<file path="config.mk">
export PLATFORM = sky130hd
export DESIGN_NAME = fexp_datapath
export DESIGN_NICKNAME = d
export VERILOG_FILES = /design/src/rtl/fexp_pkg.sv /design/src/rtl/fexp_addsub.sv /design/src/rtl/fexp_lzc.sv /design/src/rtl/fexp_datapath.sv
export SDC_FILE = /design/constraint.sdc
export NUM_CORES = 1
export LEC_CHECK = 0
export BUFFER_PORTS_ARGS = -buffer_cell sky130_fd_sc_hd__buf_2
export CORE_ASPECT_RATIO = 0.8
export CORE_MARGIN = 4
export CORE_UTILIZATION = 45
export DETAILED_ROUTE_END_ITERATION = 12
export PLACE_DENSITY = 0.7
export SYNTH_ARGS = -nofsm -noshare
export SYNTH_HDL_FRONTEND = slang
export SYNTH_SLANG_ARGS = --single-unit
</file>
<file path="constraint.sdc">
create_clock -name clk -period 9.1 [get_ports clk]
set_clock_uncertainty 0.1 [all_clocks]
set_input_delay 0.455 -clock clk [delete_from_list [all_inputs] [get_ports clk]]
set_output_delay 0.455 -clock clk [all_outputs]
set_load 0.01 [all_outputs]
</file>
<file path="src/rtl/fexp_pkg.sv">
package fexp_pkg;

    // Operand menu of the first result-exponent input
    typedef enum logic [1:0] {
        RE1_RES   = 2'd0,
        RE1_A     = 2'd1,
        RE1_BHALF = 2'd2,
        RE1_ZERO  = 2'd3
    } re_src1_e;

    // Operand menu of the second result-exponent input
    typedef enum logic [1:0] {
        RE2_DIFF  = 2'd0,
        RE2_B     = 2'd1,
        RE2_C     = 2'd2,
        RE2_CONST = 2'd3
    } re_src2_e;

    // Constant menu of the result-exponent adder
    typedef enum logic [1:0] {
        REK_ZERO = 2'd0,
        REK_56   = 2'd1,
        REK_MAX  = 2'd2,
        REK_BIAS = 2'd3
    } re_const_e;

    // Operand menu of the first shift input
    typedef enum logic [1:0] {
        SH1_DIFF  = 2'd0,
        SH1_B     = 2'd1,
        SH1_SHIFT = 2'd2,
        SH1_ZERO  = 2'd3
    } sh_src1_e;

    // Operand menu of the second shift input
    typedef enum logic {
        SH2_A     = 1'b0,
        SH2_CONST = 1'b1
    } sh_src2_e;

    // Fixed (width independent) shift constants
    localparam int SHK_VAL1 = 1;
    localparam int SHK_VAL2 = 4;
    localparam int SHK_VAL3 = 8;
    localparam int SHK_VAL4 = 32;
    localparam int SHK_VAL5 = 52;
    localparam int SHK_VAL6 = 56;
    localparam int SHK_VAL7 = 63;
    localparam int SHK_VAL8 = 64;
    localparam int REK_VAL1 = 56;

endpackage

</file>
<file path="src/rtl/fexp_addsub.sv">
module fexp_addsub #(
    parameter int W = 13
) (
    input  logic signed [W-1:0] op_a,
    input  logic signed [W-1:0] op_b,
    input  logic                inv_a,
    input  logic                inv_b,
    output logic signed [W-1:0] sum
);

    logic signed [W-1:0] term_a;
    logic signed [W-1:0] term_b;

    always_comb begin
        term_a = inv_a ? -op_a : op_a;
        term_b = inv_b ? -op_b : op_b;
        sum    = term_a + term_b;
    end

endmodule

</file>
<file path="src/rtl/fexp_lzc.sv">
module fexp_lzc #(
    parameter int W  = 64,
    parameter int CW = $clog2(W + 1)
) (
    input  logic [W-1:0]  vec,
    output logic [CW-1:0] count
);

    // Scan upward; the highest set bit is the last one written.
    always_comb begin
        count = CW'(W);
        for (int i = 0; i < W; i++) begin
            if (vec[i]) begin
                count = CW'(W - 1 - i);
            end
        end
    end

endmodule

</file>
<file path="src/rtl/fexp_datapath.sv">
module fexp_datapath
    import fexp_pkg::*;
#(
    parameter int EXP_W    = 13,
    parameter int MANT_W   = 64,
    parameter int EXP_MAX  = 1023,
    parameter int EXP_MIN  = -1022,
    parameter int OVF_BIAS = 1536
) (
    input  logic                    clk,
    input  logic                    rst_n,
    input  logic signed [EXP_W-1:0] exp_a,
    input  logic signed [EXP_W-1:0] exp_b,
    input  logic signed [EXP_W-1:0] exp_c,
    input  logic [MANT_W-1:0]       mant_r,
    input  logic [1:0]              re_pick1,
    input  logic                    re_inv1,
    input  logic [1:0]              re_pick2,
    input  logic [1:0]              re_const,
    input  logic                    re_inv2,
    input  logic                    re_load,
    input  logic [1:0]              sh_pick1,
    input  logic                    sh_inv1,
    input  logic                    sh_pick2,
    input  logic [3:0]              sh_const,
    input  logic                    sh_inv2,
    input  logic                    sh_lzc,
    output logic signed [EXP_W-1:0] res_exp,
    output logic signed [EXP_W-1:0] shift
);

    localparam int CNT_W = $clog2(MANT_W + 1);
    localparam int PAD_W = EXP_W - CNT_W;

    localparam logic signed [EXP_W-1:0] K_MAX  = EXP_W'(EXP_MAX);
    localparam logic signed [EXP_W-1:0] K_MIN  = EXP_W'(EXP_MIN);
    localparam logic signed [EXP_W-1:0] K_BIAS = EXP_W'(OVF_BIAS);
    localparam logic signed [EXP_W-1:0] K_RE56 = EXP_W'(REK_VAL1);

    logic signed [EXP_W-1:0] res_q;
    logic signed [EXP_W-1:0] shift_q;
    logic signed [EXP_W-1:0] diff_exp;
    logic signed [EXP_W-1:0] re_op1;
    logic signed [EXP_W-1:0] re_op2;
    logic signed [EXP_W-1:0] re_kval;
    logic signed [EXP_W-1:0] re_sum;
    logic signed [EXP_W-1:0] sh_op1;
    logic signed [EXP_W-1:0] sh_op2;
    logic signed [EXP_W-1:0] sh_kval;
    logic signed [EXP_W-1:0] sh_sum;
    logic signed [EXP_W-1:0] shift_d;
    logic [CNT_W-1:0]        lz_count;

    // Exponent minus shift, shared by both operand menus
    always_comb begin
        diff_exp = res_q - shift_q;
    end

    // Result-exponent operand 1
    always_comb begin
        unique case (re_src1_e'(re_pick1))
            RE1_RES:   re_op1 = res_q;
            RE1_A:     re_op1 = exp_a;
            RE1_BHALF: re_op1 = exp_b >>> 1;
            RE1_ZERO:  re_op1 = '0;
        endcase
    end

    // Result-exponent constant
    always_comb begin
        unique case (re_const_e'(re_const))
            REK_ZERO: re_kval = '0;
            REK_56:   re_kval = K_RE56;
            REK_MAX:  re_kval = K_MAX;
            REK_BIAS: re_kval = K_BIAS;
        endcase
    end

    // Result-exponent operand 2
    always_comb begin
        unique case (re_src2_e'(re_pick2))
            RE2_DIFF:  re_op2 = diff_exp;
            RE2_B:     re_op2 = exp_b;
            RE2_C:     re_op2 = exp_c;
            RE2_CONST: re_op2 = re_kval;
        endcase
    end

    fexp_addsub #(.W(EXP_W)) u_re_add (
        .op_a  (re_op1),
        .op_b  (re_op2),
        .inv_a (re_inv1),
        .inv_b (re_inv2),
        .sum   (re_sum)
    );

    // Shift operand 1
    always_comb begin
        unique case (sh_src1_e'(sh_pick1))
            SH1_DIFF:  sh_op1 = diff_exp;
            SH1_B:     sh_op1 = exp_b;
            SH1_SHIFT: sh_op1 = shift_q;
            SH1_ZERO:  sh_op1 = '0;
        endcase
    end

    // Shift constant
    always_comb begin
        unique case (sh_const)
            4'd1:    sh_kval = EXP_W'(SHK_VAL1);
            4'd2:    sh_kval = EXP_W'(SHK_VAL2);
            4'd3:    sh_kval = EXP_W'(SHK_VAL3);
            4'd4:    sh_kval = EXP_W'(SHK_VAL4);
            4'd5:    sh_kval = EXP_W'(SHK_VAL5);
            4'd6:    sh_kval = EXP_W'(SHK_VAL6);
            4'd7:    sh_kval = EXP_W'(SHK_VAL7);
            4'd8:    sh_kval = EXP_W'(SHK_VAL8);
            4'd9:    sh_kval = K_MIN;
            default: sh_kval = '0;
        endcase
    end

    // Shift operand 2
    always_comb begin
        unique case (sh_src2_e'(sh_pick2))
            SH2_A:     sh_op2 = exp_a;
            SH2_CONST: sh_op2 = sh_kval;
        endcase
    end

    fexp_addsub #(.W(EXP_W)) u_sh_add (
        .op_a  (sh_op1),
        .op_b  (sh_op2),
        .inv_a (sh_inv1),
        .inv_b (sh_inv2),
        .sum   (sh_sum)
    );

    fexp_lzc #(.W(MANT_W), .CW(CNT_W)) u_lzc (
        .vec   (mant_r),
        .count (lz_count)
    );

    // Normalisation count joins after the adder
    always_comb begin
        shift_d = sh_lzc ? $signed({{PAD_W{1'b0}}, lz_count}) : sh_sum;
    end

    always_ff @(posedge clk or negedge rst_n) begin
        if (!rst_n) begin
            res_q   <= '0;
            shift_q <= '0;
        end else begin
            if (re_load) begin
                res_q <= re_sum;
            end
            shift_q <= shift_d;
        end
    end

    assign res_exp = res_q;
    assign shift   = shift_q;

endmodule

</file>
==> metrics.md, run 1 <==
| Metric | Value |
|---|---|
| Status | complete, no violations |
| Combinational power share | 0.822 |
| Post-Synthesis Cells | 763 |
| R2R depth | 20 |
| Drt pass-1 iters | 5 |
| Worst skew pair latency | 0.28 ns |
| Cts hold-fix bufs | 0 |
| RSZ-0062 raised after global routing | no |
| Htree depth | 1 |
| Post-synthesis sequential area ratio | 0.116 |
| Initial DRC Count | 550 |
| CTS tree | built |
| Starting density of the core | 0.461 |
| R2r endpoint | res_exp[12] |
| Final Worst Setup Slack | 4.39 ns |
| Worst rel slew slack | 0.468 |
| Leakage | 2.94 nW |
| Largest net degree at the start of global routing | 27 |
| WP data arrival | 4.77 ns |
| Library cells used by synthesis | 83 |
| R2R Setup Slk | 4.39 ns |
| Cell taking the most area after synthesis | dfrtp_1 |
| Clock-pin transition on the worst setup and hold timing paths | 0.07 ns |
| Final setup fails | 0 |
| Worst Setup End Kind | flip-flop |
| Hold Fails Final Rpt | 0 |
| Synth Area per Inst | 7.34 um^2 |
| Sw Share | 0.513 |
| Area growth from synthesis to layout | 15.8% |
| CP startpoint kind | flip-flop |
| Min Tclk post-route | 4.71 ns |
| Vias in the first global route | 5686 |
| Via count | 6274 |
| First-pass GRT wire length | 28600 um |
| Total Routing Usage GR | 0.245 |
| Synth Flop Type | dfrtp_1 |
| Clk sink count | 26 |
| Final GP Congestion | 0.919 |
| Mapped Area | 5600 um^2 |
| DP Wirelength | 15200 um |
| # diodes | 0 |
| Min-delay worst type | primary input to asynchronous set/reset pin |
| Total CTS buffers | 3 |
| Peak fanout along the critical path | 4 |
| Internal | 0.951 mW |
| Avg WL per Cell | 17.3 um |
| Routed WL | 18000 um |
| Largest cells by area after synthesis | dfrtp_1 (12%), ha_1 (9.6%), xnor2_1 (6.4%) |
| Fin crit share | 0.517 |
| ANT nets after route | 0 |
| Cell Pwr Density | 301 nW/um^2 |
| CTS Buffer Depth | 2 |
| Reg power frac | 0.123 |
| Antenna violations before repair | 0 |
| Grt ovf | 0 |
| Peak supply drop | 0.125 mV |
| YS warnings | 0 |
| Net Sw Power | 1.00 mW |
| Reg2reg start | res_exp[0] |
| EDFF count, synth | 0 |
| Ports | 150 |
| Die area | 14300 um^2 |
| Synthesized net count | 933 |
| Buffers on Ports | 149 |
| Clk pwr share | 0.054 |
| Row count | 36 |
| Postcts setup bufs | 0 |
| Nets | 1065 |
| Max Cap Viol | 0 |
| FFs w/ async S/R, synth | 1.00 |
| Critical Path RT | 9.16 ns |
| CTS root buf | clkbuf_16 |
| FMAX | 212 MHz |
| FF+latch count, synth | 26 |
| Post-CTS sizing | 0 |
| Die height | 108 um |
| TNS Setup | 0 ns |
| Core footprint | 12200 um^2 |
| Worst slack, placed | 4.43 ns |
| Share of the synthesized area in the top cell type | 0.116 |
| Layout cells sized above 1 | 0.215 |
| Setup CP Type | flip-flop to flip-flop |
| Drt drc | 0 |
| Drt via density | 6.00 |
| Die X | 133 um |
| Final Slew Violations | 0 |
| Worst-Margin Slew | 0.795 ns |
[routing by layer]
| metal | routed length [um] | global-route usage |
|---|---|---|
| met4 | 148 | 0.0312 |
| met1 | 8530 | 0.360 |
| met2 | 7450 | 0.373 |
| met5 | 0 | 0 |
| met3 | 1920 | 0.0579 |
[metrics by stage]
| step | std cells | util | power [mW] | cell area, um^2 | hold slack, ns |
|---|---|---|---|---|---|
| after global routing | 1045 | 0.534 | 2.15 | 6490 | 0.152 |
| after CTS | 1045 | 0.534 | 1.93 | 6490 | 0.125 |
| after global placement | 1042 | 0.527 | 1.80 | 6410 | 0.428 |
| after floorplan | 763 | - | 1.45 | 5600 | 0.0594 |
| final | 1045 | 0.534 | 1.95 | 6490 | 0.0969 |
| after detailed placement | 1042 | 0.527 | 1.81 | 6410 | 0.424 |
[layout by cell type (no fill, tap or decap), types with 7 or more instances in the layout]
cell,n
inv_1,57
o211ai_1,10
mux2_2,13
ha_1,43
dfrtp_1,26
a21o_1,12
nand2_1,60
buf_2,149
nand2b_1,12
nor2_1,78
a22o_1,9
nand3_1,14
xor2_1,29
xnor2_1,41
a21oi_1,54
a211oi_1,7
mux2i_1,18
nor2b_1,23
nor4_1,20
nor3_1,23
a31oi_1,12
or3_1,9
o2bb2ai_1,9
o21ai_0,45
o31ai_1,15
[flip-flops by register name, indices dropped and copies added, names as in the netlist]
signal / flops
res_exp: 13
shift: 13
[critical path: stages, from the launching register on]
cell and delay (ns):
dfrtp_1 0.41, inv_1 0.08, ha_1 0.16, inv_1 0.05, fa_1 0.42, a211oi_1 0.35, nor2_1 0.14, o22ai_1 0.29
mux2i_1 0.28, o211a_2 0.21, nand3_1 0.15, o31ai_1 0.30, xnor2_1 0.16, ha_1 0.27, or2_2 0.29, a21oi_1 0.15
a31oi_1 0.06, xnor2_1 0.19, xnor2_1 0.09, xor2_1 0.15, mux2_2 0.27
[cell families after synthesis]
family                   synth area share
AND/OR/NAND/NOR                     0.241
buffers and inverters              0.0612
multiplexers                       0.0784
adder cells (fa/ha/maj)             0.107
XOR/XNOR                            0.113
AO/OA/AOI/OAI                       0.283
flip-flops                          0.116
[Yosys cell counts, drive strengths merged, types with 5 or more instances]
cell type   n
a211oi      7
a21o       12
a22o        9
or2         7
o2bb2ai     9
nand2      60
nor2       78
o21a        5
a41oi       5
xor2       29
mux4        5
o21ai      51
inv        58
mux2       13
o31ai      15
a31oi      13
dfrtp      26
mux2i      18
nor3       24
clkbuf     12
nor2b      23
buf         9
ha         43
a21oi      54
o21bai      5
nand2b     12
o211ai     10
or3        11
xnor2      41
nand3      14
nor4       20
[area by class of cell]
| class | count | area (um^2) |
|---|---|---|
| tap | 152 | 190 |
| fill | 1254 | 5670 |
| timing repair buffer | 149 | 746 |
| multi-input combinational | 657 | 4610 |
| clock buffer | 3 | 75.1 |
| sequential | 26 | 651 |
| inverter | 58 | 218 |
[power groups by stage]
| stage | sequential (mW) | combinational, mW | clock (mW) |
|---|---|---|---|
| detailed placement | 0.242 | 1.57 | 0 |
| global route | 0.247 | 1.78 | 0.114 |
| floorplan | 0.239 | 1.21 | 0 |
| global placement | 0.241 | 1.56 | 0 |
| CTS | 0.240 | 1.59 | 0.110 |
| finish | 0.240 | 1.61 | 0.106 |
[worst max-delay path by stage]
stage                     startpoint           to  cells past startpoint
after floorplan           res_exp[0]  res_exp[12]                     20
after global placement    res_exp[0]  res_exp[12]                     20
after detailed placement  res_exp[0]  res_exp[12]                     20
after CTS                 res_exp[0]  res_exp[12]                     20
after global routing      res_exp[0]  res_exp[12]                     20
final                     res_exp[0]  res_exp[12]                     20
Note: power is estimated with default switching activity, not from simulation.
==> run 2, diff against run 1 <==
--- a/config.mk
+++ b/config.mk
@@ -5,12 +5,13 @@
 export SDC_FILE = /design/constraint.sdc
 export NUM_CORES = 1
 export LEC_CHECK = 0
+export ABC_AREA = 1
 export BUFFER_PORTS_ARGS = -buffer_cell sky130_fd_sc_hd__buf_2
 export CORE_ASPECT_RATIO = 0.8
 export CORE_MARGIN = 4
 export CORE_UTILIZATION = 45
 export DETAILED_ROUTE_END_ITERATION = 12
-export PLACE_DENSITY = 0.7
+export PLACE_DENSITY = 0.74
 export SYNTH_ARGS = -nofsm -noshare
 export SYNTH_HDL_FRONTEND = slang
 export SYNTH_SLANG_ARGS = --single-unit
==> constraint.sdc (replaced) <==
create_clock -name clk -period 3.77 [get_ports clk]
set_clock_uncertainty 0.1 [all_clocks]
set_input_delay 0.1885 -clock clk [delete_from_list [all_inputs] [get_ports clk]]
set_output_delay 0.1885 -clock clk [all_outputs]
set_load 0.01 [all_outputs]
==> run 2 against run 1 <==
Compared with the run above: the run now ends with negative setup slack left; synthesized cell count increased by 18%; design area grew 20%; die area fell by 7.0%; final cell count increased by 28%; setup slack got worse by 4.9 ns; global-route usage up 1.2 points; critical path type unchanged.
==> metrics.md, run 2 <==
| Metric | Value |
|---|---|
| Avg WL per Cell | 14.0 um |
| Max Cap Viol | 0 |
| R2R depth | 29 |
| R2R Setup Slk | -0.51 ns |
| FFs w/ async S/R, synth | 1.00 |
| Clk sink count | 26 |
| HP Start | sh_lzc |
| Top post-synthesis cells by count | nand2_1 (223), inv_1 (188), nor2_1 (103) |
| Setup CP Type | flip-flop to flip-flop |
| WHS Endpoint | shift[12] |
| CTS tree | built |
| Final Slew Violations | 0 |
| RSZ-0062 raised after global routing | yes |
| Leakage | 4.35 nW |
| Fillers | 963 |
| TNS Setup | -2.43 ns |
| Clock-pin transition on the worst setup and hold timing paths | 0.08 ns |
| Initial DRC Count | 477 |
| Antenna violations before repair | 0 |
| Routed WL | 18800 um |
| Ports | 150 |
| Die X | 128 um |
| Largest net degree at the start of global routing | 27 |
| Multi-input gate area in the final layout | 4180 um^2 |
| Starting density of the core | 0.469 |
| Hold depth | 2 |
| Worst rel slew slack | 0.579 |
| ANT nets after route | 0 |
| Grt ovf | 0 |
| Final design utilization | 0.703 |
| Critical Path RT | 3.81 ns |
| CP max stage cell | dfrtp_1 |
| Commonest non-fill, non-tap cell in the layout | nand2_1 |
| Reg area | 651 um^2 |
| Synth Area per Inst | 5.76 um^2 |
| Nets | 1363 |
| Die area | 13300 um^2 |
| Largest cells by area after synthesis | nand2_1 (16%), inv_1 (14%), dfrtp_1 (13%) |
| Status | complete, but fails checks |
| Die height | 104 um |
| Final GP Congestion | 0.977 |
| Peak fanout along the critical path | 3 |
| FF+latch count, synth | 26 |
| YS warnings | 0 |
| Library cells used by synthesis | 38 |
| Area growth from synthesis to layout | 49.9% |
| Core footprint | 11100 um^2 |
| Most common cell in the synthesized netlist | nand2_1 |
| Htree depth | 1 |
| Failing checks | negative setup slack |
| Min-delay worst type | primary input to flip-flop |
| Total CTS buffers | 3 |
| Worst-Margin Slew | 0.632 ns |
| Tot Pwr | 5.25 mW |
| First-pass GRT wire length | 28500 um |
| Peak supply drop | 0.285 mV |
| Most frequent cells in the layout | nand2_1 (216), inv_1 (181), buf_2 (148), buf_4 (147), nor2_1 (94) |
| Cell taking the most area after synthesis | nand2_1 |
| Crit path largest cell delay | 0.40 ns |
| Total Routing Usage GR | 0.257 |
| WP data arrival | 4.32 ns |
| Worst Setup End Kind | flip-flop |
| Cell Pwr Density | 676 nW/um^2 |
| Worst skew pair latency | 0.27 ns |
| Vias in the first global route | 6115 |
| Drt drc | 0 |
| Fin crit share | 1.14 |
| FMAX | 234 MHz |
| Layout cells sized above 1 | 0.326 |
| # diodes | 0 |
| CTS Buffer Depth | 2 |
| Hold Fails Final Rpt | 0 |
| CP startpoint kind | flip-flop |
| Drt via density | 5.09 |
| Post-Synthesis Cells | 900 |
| Via count | 6799 |
| Synth Flop Type | dfrtp_1 |
| Buffers on Ports | 149 |
| Min Tclk post-route | 4.28 ns |
| EDFF count, synth | 0 |
| Most used cell, CP | a21oi_2 |
| DP Wirelength | 14800 um |
| R2r endpoint | res_exp[12] |
| Row count | 34 |
| Synthesized net count | 1070 |
| Reg2reg start | res_exp[0] |
| Post-synthesis sequential area ratio | 0.126 |
| CTS root buf | clkbuf_16 |
| Final setup fails | 7 |
| Share of the synthesized area in the top cell type | 0.161 |
| Final Worst Setup Slack | -0.512 ns |
| Mapped Area | 5180 um^2 |
| Drt pass-1 iters | 7 |
-- run 2: how the worst max path moves through the flow --
stage | startpoint | end | slack, ns | cells past startpoint
CTS | res_exp[0] | shift[12] | -0.41 | 28
detailed placement | res_exp[0] | res_exp[12] | -0.52 | 29
finish | res_exp[0] | res_exp[12] | -0.51 | 29
floorplan | res_exp[0] | res_exp[12] | -0.23 | 29
global placement | res_exp[0] | shift[11] | -0.32 | 26
global route | shift[1] | res_exp[12] | -0.78 | 29
-- run 2: metal layers --
metal  up-vias  GRT usage  share of wire
met5         -          0              0
li1       3441          -              -
met3        33     0.0318          0.072
met2       277      0.427           0.47
met1      3048      0.359           0.44
met4         0     0.0485          0.018
-- run 2: power by group --
group / switching [mW] / total (mW) / internal (mW) / leakage, nW
Combinational: 2.19 / 4.37 / 2.17 / 3.98
Clock: 0.122 / 0.334 / 0.212 / 0.0511
Sequential: 0.145 / 0.548 / 0.403 / 0.322
Total: 2.46 / 5.25 / 2.79 / 4.35
-- run 2: timing repair --
item | in CTS | in global routing
setup buffers | 24 | 11
hold buffers | 1 | 0
hold endpoints to repair | 26 | 0
gates resized for setup | 56 | 43
pin swaps | 31 | 25
endpoints found under the setup margin | 8 | 11
-- run 2: cells by family after synthesis --
group	Yosys count	share of synthesized area
AND/OR/NAND/NOR	360	0.272
buffers and inverters	206	0.154
AO/OA/AOI/OAI	195	0.219
XOR/XNOR	67	0.113
adder cells (fa/ha/maj)	46	0.115
flip-flops	26	0.126
-- run 2: metrics by stage --
stage | hold WS (ns) | setup slack [ns] | instances | instance area [um^2]
finish | 0.108 | -0.512 | 1336 | 7770
floorplan | -0.207 | -0.235 | 900 | 5250
global route | 0.112 | -0.783 | 1336 | 7770
global placement | 0.131 | -0.320 | 1299 | 7020
CTS | 0.0990 | -0.410 | 1327 | 7540
detailed placement | 0.135 | -0.523 | 1299 | 7020
-- run 2: layout make-up --
cell class,count,area share
Multi-Input combinational cell,668,0.538
Timing Repair Buffer,300,0.244
Inverter,194,0.0972
Sequential cell,26,0.0837
Tap cell,144,0.0232
Clock buffer,3,0.00966
Clock inverter,1,0.00386
-- run 2: worst max-delay path, delay by kind of cell, from the launching register on --
family,cells,cell delay [ns]
flip-flops,1,0.40
AND/OR/NAND/NOR,8,0.54
XOR/XNOR,5,0.85
buffers and inverters,4,0.24
AO/OA/AOI/OAI,9,1.15
adder cells (fa/ha/maj),3,0.87
==> run 3, diff against run 2 <==
--- a/config.mk
+++ b/config.mk
@@ -5,13 +5,15 @@
 export SDC_FILE = /design/constraint.sdc
 export NUM_CORES = 1
 export LEC_CHECK = 0
-export ABC_AREA = 1
+export ABC_AREA = 0
 export BUFFER_PORTS_ARGS = -buffer_cell sky130_fd_sc_hd__buf_2
 export CORE_ASPECT_RATIO = 0.8
 export CORE_MARGIN = 4
 export CORE_UTILIZATION = 45
 export DETAILED_ROUTE_END_ITERATION = 12
-export PLACE_DENSITY = 0.74
+export MAX_ROUTING_LAYER = met4
+export PLACE_DENSITY = 0.73
 export SYNTH_ARGS = -nofsm -noshare
 export SYNTH_HDL_FRONTEND = slang
+export SYNTH_HIERARCHICAL = 1
 export SYNTH_SLANG_ARGS = --single-unit
==> run 3 against run 2 <==
Compared with the run above: largest cell class unchanged; via count down 2.2%; flip-flop and latch count unchanged; global-route usage up 1.1 points; sequential share of layout area down 0.56 points; worst hold slack better by 0.11 ns; the run still ends with negative setup slack left; setup slack worse by 0.12 ns.
==> metrics.md, run 3 <==
| Metric | Value |
|---|---|
| Final design utilization | 0.686 |
| Die area | 14300 um^2 |
| Min-delay worst type | primary input to flip-flop |
| Failing checks | negative setup slack |
| First-pass GRT wire length | 30400 um |
| Worst Setup End Kind | flip-flop |
| Die X | 133 um |
| Fillers | 973 |
| Multi-input gate area in the final layout | 5200 um^2 |
| Library cells used by synthesis | 74 |
| Avg WL per Cell | 17.9 um |
| Reg power frac | 0.069 |
| Htree depth | 1 |
| Worst skew pair latency | 0.27 ns |
| WHS | 0.217 ns |
| Layout cells sized above 1 | 0.446 |
| Reg2reg start | res_exp[1] |
| Worst rel slew slack | 0.496 |
| Mapped Area | 5590 um^2 |
| Initial DRC Count | 560 |
| Antenna violations before repair | 0 |
| Leakage | 3.86 nW |
| Top post-synthesis cells by count | nand2_1 (73), xnor2_1 (66), o21ai_0 (63) |
| Drt pass-1 iters | 5 |
| Worst-Margin Slew | 0.747 ns |
| Setup CP Type | flip-flop to flip-flop |
| Ports | 150 |
| Max Cap Viol | 0 |
| Total CTS buffers | 3 |
| CP cell instances | buf_6 -> inv_4 -> fa_2 -> nor2b_2 -> o31a_4 -> o21ai_2 -> nand2b_1 -> a31oi_1 -> xor2_1 -> a221oi_1 -> or4_4 -> or3_4 -> o21ai_2 -> xnor2_1 -> ha_1 -> a21o_1 -> a41oi_2 -> xnor2_1 -> mux2_4 |
| Clock-pin transition on the worst setup and hold timing paths | 0.08 ns |
| Cell taking the most area after synthesis | dfrtp_1 |
| Final GP Congestion | 0.974 |
| Fin crit share | 1.17 |
| Largest net degree at the start of global routing | 27 |
| HP Start | sh_lzc |
| Buffers on Ports | 149 |
| Nets | 1179 |
| Peak supply drop | 0.469 mV |
| Post-synthesis sequential area ratio | 0.116 |
| Crit path largest cell delay | 0.58 ns |
| Internal | 4.28 mW |
| Clk sink count | 26 |
| Most common cell in the synthesized netlist | nand2_1 |
| CTS Buffer Depth | 2 |
| RSZ-0062 raised after global routing | yes |
| Reg area | 652 um^2 |
| Share of the synthesized area in the top cell type | 0.116 |
| Die height | 108 um |
| Drt via density | 5.73 |
| EDFF count, synth | 0 |
| DP Wirelength | 15900 um |
| Via count | 6651 |
| CP max stage cell | or4_4 |
| Combinational power share | 0.890 |
| Commonest non-fill, non-tap cell in the layout | buf_2 |
| WP data arrival | 4.47 ns |
| Final Worst Setup Slack | -0.636 ns |
| Critical Path RT | 3.83 ns |
| Status | complete, but fails checks |
| YS warnings | 6 |
| Row count | 36 |
| Synthesized net count | 902 |
| Final setup fails | 16 |
| Net Sw Power | 3.48 mW |
| TNS Setup | -6.06 ns |
| Clk pwr share | 0.042 |
| Post-Synthesis Cells | 732 |
| Final Slew Violations | 0 |
| Core footprint | 12200 um^2 |
| Drt drc | 0 |
| Largest cells by area after synthesis | dfrtp_1 (12%), xnor2_1 (10%), ha_1 (9.6%) |
| Peak fanout along the critical path | 3 |
| FFs w/ async S/R, synth | 1.00 |
| CTS tree | built |
| Area growth from synthesis to layout | 49.1% |
| CTS root buf | clkbuf_16 |
| Worst setup path start | res_exp[1] |
| Most frequent cells in the layout | buf_2 (149), buf_4 (127), nand2_1 (68), xnor2_1 (56), inv_1 (54) |
| FMAX | 227 MHz |
| Total Routing Usage GR | 0.269 |
| Vias in the first global route | 6066 |
| FF+latch count, synth | 26 |
| Grt ovf | 0 |
| Synth Flop Type | dfrtp_1 |
| # diodes | 0 |
| Min Tclk post-route | 4.41 ns |
| Sw Share | 0.449 |
| Routed WL | 20700 um |
| Cell Pwr Density | 931 nW/um^2 |
| Synth Area per Inst | 7.64 um^2 |
| Starting density of the core | 0.460 |
| CP startpoint kind | flip-flop |
| ANT nets after route | 0 |
| Hold Fails Final Rpt | 0 |
[run 3: worst paths after layout]
path	to	slack, ns	depth (start not counted)
worst max-delay path	res_exp[12]	-0.64	19
worst min-delay path	shift[9]	0.22	2
worst max register to register	res_exp[12]	-0.64	19
worst min register to register	res_exp[0]	0.51	2
max in group asynchronous	shift[1]	2.74	2
min in group asynchronous	res_exp[9]	0.36	2
[run 3: critical path: cells and delay by family, from the launching register on]
kind	cells	cell delay (ns)
xor+xnor	3	0.49
flops	1	0.42
compound gates	7	1.26
buf+inv	2	0.19
fa+ha+maj	2	0.46
mux	1	0.25
simple gates	4	1.12
[run 3: layer usage]
metal | track usage | wire [um] | share of wire | vias up
met5 | - | 0 | 0 | -
met4 | 0.0579 | 480 | 0.023 | 0
met3 | 0.0145 | 1310 | 0.063 | 42
met2 | 0.442 | 9790 | 0.47 | 291
met1 | 0.370 | 9130 | 0.44 | 3112
li1 | - | - | - | 3206
[run 3: power by group through the flow]
stage | registers (mW) | clock network [mW] | logic (mW)
final | 0.533 | 0.325 | 6.90
after global routing | 0.550 | 0.335 | 7.36
after CTS | 0.529 | 0.326 | 5.97
after detailed placement | 0.530 | 0 | 5.33
after global placement | 0.526 | 0 | 5.23
after floorplan | 0.580 | 0 | 3.11
[run 3: layout make-up]
class                           count  area share
Sequential cell                    26      0.0782
Clock inverter                      1     0.00360
Timing Repair Buffer              299       0.236
Clock buffer                        3     0.00900
Multi-Input combinational cell    620       0.624
Inverter                           59      0.0269
Tap cell                          152      0.0228
[run 3: repair_timing]
item | CTS | global route
pin swaps | 51 | 75
hold buffers | 1 | 0
setup endpoints to repair | 15 | 16
setup buffers | 20 | 10
gates resized for setup | 74 | 72
cloned | 0 | 0
endpoints found under the hold margin | 26 | 0
[run 3: cell families after synthesis]
kind of cell / after synthesis / share of synthesized area
compound gates: 202 / 0.247
xor+xnor: 79 / 0.125
fa+ha+maj: 46 / 0.107
buf+inv: 86 / 0.0597
flops: 26 / 0.116
mux: 52 / 0.120
simple gates: 241 / 0.225
[run 3: stage by stage]
step,instances,power (mW),setup slack (ns),cell area (um^2)
floorplan,732,3.69,-0.564,5640
global placement,1130,5.76,-0.526,7400
detailed placement,1130,5.86,-0.672,7400
CTS,1152,6.83,-0.602,7940
global route,1160,8.25,-0.863,8340
finish,1160,7.76,-0.636,8340
